### config.mk
export PLATFORM = sky130hd
export DESIGN_NAME = bcast_scan_ctrl
export DESIGN_NICKNAME = d
export VERILOG_FILES = /design/src/rtl/bscan_pkg.sv /design/src/rtl/bscan_segment.sv /design/src/rtl/bscan_link_mux.sv /design/src/rtl/bscan_sig_reg.sv /design/src/rtl/bscan_seq_ctrl.sv /design/src/rtl/bcast_scan_ctrl.sv
export SDC_FILE = /design/constraint.sdc
export NUM_CORES = 1
export LEC_CHECK = 0
export BUFFER_PORTS_ARGS = -buffer_cell sky130_fd_sc_hd__clkbuf_2
export CORE_MARGIN = 4
export CORE_UTILIZATION = 45
export CTS_CLUSTER_DIAMETER = 100
export DETAILED_ROUTE_END_ITERATION = 6
export PLACE_DENSITY = 0.67
export SLEW_MARGIN = 25
export SYNTH_ARGS = -nofsm -noshare
export SYNTH_HDL_FRONTEND = slang
export SYNTH_SLANG_ARGS = --single-unit
### constraint.sdc
create_clock -name clk -period 3.2 [get_ports clk]
set_input_delay 0.16 -clock clk [delete_from_list [all_inputs] [get_ports clk]]
set_output_delay 0.16 -clock clk [all_outputs]
set_load 0.01 [all_outputs]
### src/rtl/bscan_pkg.sv
package bscan_pkg;

  typedef enum logic [2:0] {
    ST_IDLE,
    ST_SHIFT,
    ST_CAPT,
    ST_UNLOAD,
    ST_DONE
  } bscan_state_e;

  localparam int SIG_W = 16;
  localparam logic [SIG_W-1:0] SIG_POLY = 16'h100B;

  // one signature register step: shift, fold feedback, add taps
  function automatic logic [SIG_W-1:0] sig_step(input logic [SIG_W-1:0] cur,
                                                input logic [SIG_W-1:0] taps);
    logic [SIG_W-1:0] fb;
    fb = cur[SIG_W-1] ? SIG_POLY : '0;
    return {cur[SIG_W-2:0], 1'b0} ^ fb ^ taps;
  endfunction

  // shift length of one pattern in the given mode
  function automatic int unsigned pat_shift_len(input logic serial,
                                                input int unsigned seg_len,
                                                input int unsigned nseg);
    return serial ? seg_len * nseg : seg_len;
  endfunction

  // cycles from the start edge to the done edge
  function automatic int unsigned session_cycles(input int unsigned bc,
                                                 input int unsigned sr,
                                                 input int unsigned seg_len,
                                                 input int unsigned nseg);
    int unsigned unload;
    if (bc == 0 && sr == 0) return 0;
    unload = pat_shift_len(sr != 0, seg_len, nseg);
    return bc * (seg_len + 1) + sr * (seg_len * nseg + 1) + unload;
  endfunction

endpackage

### src/rtl/bscan_segment.sv
module bscan_segment #(
  parameter int LEN = 8
) (
  input  logic           clk,
  input  logic           rst_n,
  input  logic           shift_en,
  input  logic           load_en,
  input  logic           din,
  input  logic [LEN-1:0] load_vec,
  output logic           dout
);

  logic [LEN-1:0] cells;

  generate
    if (LEN == 1) begin : g_single
      always_ff @(posedge clk or negedge rst_n) begin
        if (!rst_n)        cells <= '0;
        else if (load_en)  cells <= load_vec;
        else if (shift_en) cells <= din;
      end
    end else begin : g_multi
      always_ff @(posedge clk or negedge rst_n) begin
        if (!rst_n)        cells <= '0;
        else if (load_en)  cells <= load_vec;
        else if (shift_en) cells <= {cells[LEN-2:0], din};
      end
    end
  endgenerate

  assign dout = cells[LEN-1];

endmodule

### src/rtl/bscan_link_mux.sv
module bscan_link_mux #(
  parameter int NSEG = 4
) (
  input  logic            serial,
  input  logic            scan_in,
  input  logic [NSEG-1:0] tails,
  output logic [NSEG-1:0] heads
);

  assign heads[0] = scan_in;

  generate
    for (genvar k = 1; k < NSEG; k++) begin : g_link
      assign heads[k] = serial ? tails[k-1] : scan_in;
    end
  endgenerate

endmodule

### src/rtl/bscan_sig_reg.sv
module bscan_sig_reg
  import bscan_pkg::*;
#(
  parameter int NSEG = 4
) (
  input  logic             clk,
  input  logic             rst_n,
  input  logic             clear,
  input  logic             step,
  input  logic [NSEG-1:0]  taps,
  output logic [SIG_W-1:0] sig
);

  logic [SIG_W-1:0] taps_wide;

  always_comb begin
    taps_wide = '0;
    taps_wide[NSEG-1:0] = taps;
  end

  always_ff @(posedge clk or negedge rst_n) begin
    if (!rst_n)     sig <= '0;
    else if (clear) sig <= '0;
    else if (step)  sig <= sig_step(sig, taps_wide);
  end

endmodule

### src/rtl/bscan_seq_ctrl.sv
module bscan_seq_ctrl
  import bscan_pkg::*;
#(
  parameter int CW     = 16,
  parameter int SEGLEN = 8,
  parameter int NSEG   = 4
) (
  input  logic          clk,
  input  logic          rst_n,
  input  logic          start,
  input  logic [CW-1:0] bc_cnt,
  input  logic [CW-1:0] sr_cnt,
  output logic          go,
  output logic          shift_now,
  output logic          cap_now,
  output logic          serial,
  output logic          fin
);

  localparam int NFF = NSEG * SEGLEN;
  localparam int LW  = $clog2(NFF + 1);
  localparam logic [LW-1:0] BC_RELOAD = LW'(pat_shift_len(1'b0, SEGLEN, NSEG) - 1);
  localparam logic [LW-1:0] SR_RELOAD = LW'(pat_shift_len(1'b1, SEGLEN, NSEG) - 1);

  bscan_state_e  state;
  logic [CW-1:0] bc_left, sr_left;
  logic [LW-1:0] shift_left;
  logic          bc_last, sr_last;

  assign go        = start && (state == ST_IDLE || state == ST_DONE);
  assign shift_now = (state == ST_SHIFT) || (state == ST_UNLOAD);
  assign cap_now   = (state == ST_CAPT);
  assign fin       = (state == ST_DONE);
  assign bc_last   = (bc_left == CW'(1));
  assign sr_last   = (sr_left == CW'(1));

  always_ff @(posedge clk or negedge rst_n) begin
    if (!rst_n) begin
      state      <= ST_IDLE;
      serial     <= 1'b0;
      bc_left    <= '0;
      sr_left    <= '0;
      shift_left <= '0;
    end else begin
      case (state)
        ST_IDLE, ST_DONE: begin
          if (start) begin
            bc_left <= bc_cnt;
            sr_left <= sr_cnt;
            if (bc_cnt != '0) begin
              serial     <= 1'b0;
              state      <= ST_SHIFT;
              shift_left <= BC_RELOAD;
            end else if (sr_cnt != '0) begin
              serial     <= 1'b1;
              state      <= ST_SHIFT;
              shift_left <= SR_RELOAD;
            end else begin
              serial <= 1'b0;
              state  <= ST_DONE;
            end
          end
        end
        ST_SHIFT: begin
          if (shift_left == '0) state <= ST_CAPT;
          else                  shift_left <= shift_left - LW'(1);
        end
        ST_CAPT: begin
          if (!serial) begin
            bc_left <= bc_left - CW'(1);
            if (!bc_last) begin
              state      <= ST_SHIFT;
              shift_left <= BC_RELOAD;
            end else if (sr_left != '0) begin
              serial     <= 1'b1;
              state      <= ST_SHIFT;
              shift_left <= SR_RELOAD;
            end else begin
              state      <= ST_UNLOAD;
              shift_left <= BC_RELOAD;
            end
          end else begin
            sr_left <= sr_left - CW'(1);
            if (!sr_last) begin
              state      <= ST_SHIFT;
              shift_left <= SR_RELOAD;
            end else begin
              state      <= ST_UNLOAD;
              shift_left <= SR_RELOAD;
            end
          end
        end
        ST_UNLOAD: begin
          if (shift_left == '0) state <= ST_DONE;
          else                  shift_left <= shift_left - LW'(1);
        end
        default: state <= ST_IDLE;
      endcase
    end
  end

endmodule

### src/rtl/bcast_scan_ctrl.sv
module bcast_scan_ctrl
  import bscan_pkg::*;
#(
  parameter int NSEG   = 4,
  parameter int SEGLEN = 8,
  parameter int CW     = 16
) (
  input  logic                   clk,
  input  logic                   rst_n,
  input  logic                   start,
  input  logic                   scan_in,
  input  logic [CW-1:0]          bc_patterns,
  input  logic [CW-1:0]          sr_patterns,
  input  logic [NSEG*SEGLEN-1:0] cap_data,
  output logic                   cap_en,
  output logic                   serial_mode,
  output logic [NSEG-1:0]        seg_out,
  output logic [SIG_W-1:0]       signature,
  output logic                   done
);

  localparam int NFF = NSEG * SEGLEN;

  // named internal events, also observed by the bound checker
  logic            go;
  logic            shift_now;
  logic            cap_now;
  logic            serial;
  logic            fin;
  logic [NSEG-1:0] heads;

  bscan_seq_ctrl #(
    .CW    (CW),
    .SEGLEN(SEGLEN),
    .NSEG  (NSEG)
  ) u_seq (
    .clk      (clk),
    .rst_n    (rst_n),
    .start    (start),
    .bc_cnt   (bc_patterns),
    .sr_cnt   (sr_patterns),
    .go       (go),
    .shift_now(shift_now),
    .cap_now  (cap_now),
    .serial   (serial),
    .fin      (fin)
  );

  bscan_link_mux #(
    .NSEG(NSEG)
  ) u_link (
    .serial (serial),
    .scan_in(scan_in),
    .tails  (seg_out),
    .heads  (heads)
  );

  generate
    for (genvar k = 0; k < NSEG; k++) begin : g_seg
      bscan_segment #(
        .LEN(SEGLEN)
      ) u_segment (
        .clk     (clk),
        .rst_n   (rst_n),
        .shift_en(shift_now),
        .load_en (cap_now),
        .din     (heads[k]),
        .load_vec(cap_data[k*SEGLEN +: SEGLEN]),
        .dout    (seg_out[k])
      );
    end
  endgenerate

  bscan_sig_reg #(
    .NSEG(NSEG)
  ) u_sig (
    .clk  (clk),
    .rst_n(rst_n),
    .clear(go),
    .step (shift_now),
    .taps (seg_out),
    .sig  (signature)
  );

  assign cap_en      = cap_now;
  assign serial_mode = serial;
  assign done        = fin;

endmodule

==> results.sh <==
export IMPL_clk_transition_reported_paths_ns=0.09
export IMPL_syn_inst=561
export IMPL_worst_path_largest_cell_delay_ns=0.74
export IMPL_grt_use_total=0.198
export IMPL_p_int_mw=2.91
export IMPL_cts_root_buf="sky130_fd_sc_hd__clkbuf_8"
export IMPL_hpwlAfterDp_um=8500
export IMPL_synth_area_leader_cell="sky130_fd_sc_hd__dfrtp_1"
export IMPL_power_share_switching=0.388
export IMPL_post_cts_resized_instances=0
export IMPL_logic_pwr_share=0.342
export IMPL_maximum_number_of_pins_on_one_net_before_global_route_repair=71
export IMPL_total_leakage_power_nw=2.47
export IMPL_synth_cell_type_count=49
export IMPL_area_growth_pct=15.9
export IMPL_critical_path_class="reg -> reg"
export IMPL_ys_seq_elements=90
export IMPL_worst_setup_slack_for_register_to_register_paths_ns=0.58
export IMPL_synth_top_cell_area_share=0.461
export IMPL_worstSetupStartpointType="register"
export IMPL_post_cts_setup_repair_buffer_count=0
export IMPL_finalWeightedCongestion=0.861
export IMPL_final_setup_skew_ns=0.0110
export IMPL_netSwitchingPower_mw=1.84
export IMPL_detail_route_antenna_nets=0
export IMPL_p_seq_frac=0.459
export IMPL_clock_tree_htree_level_count=3
export IMPL_path_cells="or3b_2 > clkinv_8 > and2_4 > or2_2 > o21a_1 > o22a_1"
export IMPL_clkSinkCount=90
export IMPL_timing_critical_path_slowest_stage_cell="sky130_fd_sc_hd__or3b_2"
export IMPL_critPathArrivalTime_ns=2.88
export IMPL_remaining_routing_drc_violations=0
export IMPL_synth_warnings=0
export IMPL_crit_required_ns=3.46
export IMPL_final_slew_viol_count=0
export IMPL_worst_slew_margin_rel=0.474
export IMPL_fp_coreArea_um2=10500
export IMPL_clock_latency_on_the_worst_skew_pair_ns=0.37
export IMPL_synth_edf_count=0
export IMPL_cts_buffers_inserted=9
export IMPL_hold_slack_ns=0.0492
export IMPL_grt_pass1_wl_um=20800
export IMPL_count_leader_synth="sky130_fd_sc_hd__dfrtp_1"
export IMPL_synth_area_per_cell_um2=8.70
export IMPL_chipHeight_um=112
export IMPL_num_fill_cells=998
export IMPL_rsz0062_at_grt="no"
export IMPL_clkPwrFrac=0.199
export IMPL_instance_count_after_placement_with_tap_cells_included=754
export IMPL_timing_max_cap_violations=0
export IMPL_ranking_of_synthesized_cells_by_instance_count="sky130_fd_sc_hd__dfrtp_1, sky130_fd_sc_hd__nand2_1, sky130_fd_sc_hd__o21ai_0"
export IMPL_holdCritPathClass="in -> reg"
export IMPL_clock_tree_from_tritoncts="done"
export IMPL_ys_seq_area_frac=0.461
export IMPL_via_density_per_instance=5.72
export IMPL_boundaryPins=91
export IMPL_start_util=0.467
export IMPL_final_setup_viol_count=0
export IMPL_fp_dieArea_um2=12600
export IMPL_chip_width_um=112
export IMPL_min_period_over_period=0.818
export IMPL_ys_async_sr_fraction=1.00
export IMPL_detailedRoute_firstIterationViolations=299
export IMPL_fin_tns_setup_ns=0
export IMPL_drt_pre_antenna_iters=4
export IMPL_crit_path_max_fanout=37
export IMPL_grt_antenna_before_repair=0
export IMPL_timing_worst_slew_pin_value_ns=0.789
export IMPL_cts_buffer_depth=2
export IMPL_power_per_cell_area_nw_per_um2=840
export IMPL_timing_final_hold_violations=0
export IMPL_place_port_buffers=90
export IMPL_worst_r2r_endpoint="u_seq.sr_left[11]"
export IMPL_fin_crit_ns=2.62
export IMPL_grt_overflow_total=0
export IMPL_placement_rows=37
export IMPL_first_global_vias=4266
export IMPL_layout_cells_non_filler=772
export IMPL_design_final_nets=706
export IMPL_fmax_mhz=382
export IMPL_route_final_wire_length_um=12400
export IMPL_synth_ff_type="sky130_fd_sc_hd__dfrtp_1"
export IMPL_reg2reg_depth=6
export IMPL_antennaDiodeCount=0
export IMPL_timing_rr_start="u_seq.state[1]"
export IMPL_post_drt_wl_per_cell_um=16.1
export IMPL_critical_path_end="u_seq.sr_left[11]"
export IMPL_post_synth_main_area_contributors="sky130_fd_sc_hd__dfrtp_1, sky130_fd_sc_hd__o21ai_0, sky130_fd_sc_hd__a22oi_1, sky130_fd_sc_hd__nand2_1, sky130_fd_sc_hd__a21oi_1"
export IMPL_drive_above_1_share=0.206
export IMPL_startpoint_of_the_worst_hold_path="bc_patterns[0]"
export IMPL_netlist_area_um2=4880
export IMPL_outcome="complete, no violations"
export IMPL_route_vias_total=4414
export IMPL_worst_setup_path_startpoint="u_seq.state[1]"
export IMPL_irDropWorstVdd_mv=0.327
export IMPL_synth_nets=636
export IMPL_crit_path_end_kind="register"
power groups by stage:
stage	combinational, mW	sequential, mW	clock, mW
5_1_grt	1.87	2.26	1.02
2_1_floorplan	1.22	2.08	0
4_1_cts	1.64	2.17	0.970
6_report	1.63	2.18	0.943
3_3_place_gp	1.58	2.17	0
3_5_place_dp	1.63	2.20	0
area by class of cell:
| class | count | area [um2] | share of cell area |
|---|---|---|---|
| multi-input combinational | 414 | 2360 | 0.416 |
| sequential | 90 | 2250 | 0.398 |
| timing repair buffer | 104 | 581 | 0.103 |
| tap | 136 | 170 | 0.0301 |
| clock buffer | 10 | 128 | 0.0226 |
| clock inverter | 6 | 114 | 0.0201 |
| inverter | 12 | 57.6 | 0.0102 |
logic make-up after synthesis:
group	count (synthesis)	share of synthesized area
adder cells (fa/ha/maj)	7	0.0179
flip-flops	90	0.461
multiplexers	1	0.00205
AO/OA/AOI/OAI	186	0.232
buffers and inverters	57	0.0569
XOR/XNOR	10	0.0179
AND/OR/NAND/NOR	210	0.212
state kept, by name, indices dropped and copies added, names as in the netlist:
name and count:
u_seq.serial 1, u_seq.bc_left 16, u_sig.sig 16, u_seq.shift_left 6
u_seq.sr_left 16, u_seq.state 3, g_seg.u_segment.cells 32
how the worst min path moves through the flow:
stage	endpoint	slack, ns	cells past startpoint
5_1_grt	u_seq.bc_left[0]	0.06	3
6_report	u_seq.bc_left[0]	0.05	3
3_3_place_gp	u_seq.sr_left[8]	0.35	1
4_1_cts	u_seq.bc_left[0]	0.03	3
3_5_place_dp	u_seq.sr_left[10]	0.35	1
2_1_floorplan	g_seg[0].u_segment.cells[0]	-0.14	0
metrics by stage:
stage / setup WS [ns] / utilization / total power [mW] / area (um2)
5_1_grt: 0.442 / 0.541 / 5.16 / 5660
2_1_floorplan: 1.37 / - / 3.30 / 4880
3_3_place_gp: 0.694 / 0.514 / 3.75 / 5380
3_5_place_dp: 0.623 / 0.514 / 3.83 / 5380
4_1_cts: 0.604 / 0.538 / 4.79 / 5630
6_report: 0.582 / 0.541 / 4.75 / 5660
layout by cell type, fill, tap and decap left out, types with 3 or more instances in the layout:
master | netlist | final
sky130_fd_sc_hd__nor3_1 | 16 | 16
sky130_fd_sc_hd__xnor2_1 | 6 | 6
sky130_fd_sc_hd__ha_1 | 7 | 7
sky130_fd_sc_hd__o21ai_1 | 3 | 3
sky130_fd_sc_hd__nor4_1 | 20 | 20
sky130_fd_sc_hd__nor4_2 | 3 | 3
sky130_fd_sc_hd__a211oi_1 | 3 | 3
sky130_fd_sc_hd__inv_1 | 11 | 11
sky130_fd_sc_hd__nor3b_1 | 4 | 4
sky130_fd_sc_hd__nor2_1 | 39 | 39
sky130_fd_sc_hd__a21oi_1 | 38 | 38
sky130_fd_sc_hd__o2bb2ai_1 | 9 | 9
sky130_fd_sc_hd__xor2_1 | 4 | 4
sky130_fd_sc_hd__bufinv_16 | 0 | 3
sky130_fd_sc_hd__buf_4 | 4 | 13
sky130_fd_sc_hd__nand2b_1 | 3 | 3
sky130_fd_sc_hd__a22oi_1 | 40 | 40
sky130_fd_sc_hd__nand4_1 | 6 | 6
sky130_fd_sc_hd__nor2b_1 | 4 | 3
sky130_fd_sc_hd__o211ai_1 | 3 | 3
sky130_fd_sc_hd__clkbuf_8 | 0 | 9
sky130_fd_sc_hd__nand3_1 | 24 | 24
sky130_fd_sc_hd__and2_1 | 6 | 6
sky130_fd_sc_hd__o21ai_0 | 73 | 73
sky130_fd_sc_hd__clkbuf_2 | 0 | 89
sky130_fd_sc_hd__dfrtp_1 | 90 | 90
sky130_fd_sc_hd__o22ai_1 | 3 | 3
sky130_fd_sc_hd__nand2_1 | 73 | 73
worst max-delay path: cells and delay by family (launching register included):
kind,cells,cell delay [ns]
AO/OA/AOI/OAI,2,0.32
buffers and inverters,1,0.31
flip-flops,1,0.47
AND/OR/NAND/NOR,3,1.40
what timing repair did:
action / 4_1_cts / 5_1_grt
hold endpoints to repair: 68 / 0
hold buffers: 1 / 0
setup endpoints to repair: 0 / 0
routing by layer:
metal	track usage	vias up	wire length, um
met5	0	-	0
met1	0.264	2133	5590
li1	-	2165	-
met4	0.0577	0	135
met2	0.325	103	6030
met3	0.0458	13	641
No activity file was read; power rests on OpenSTA's default activity.
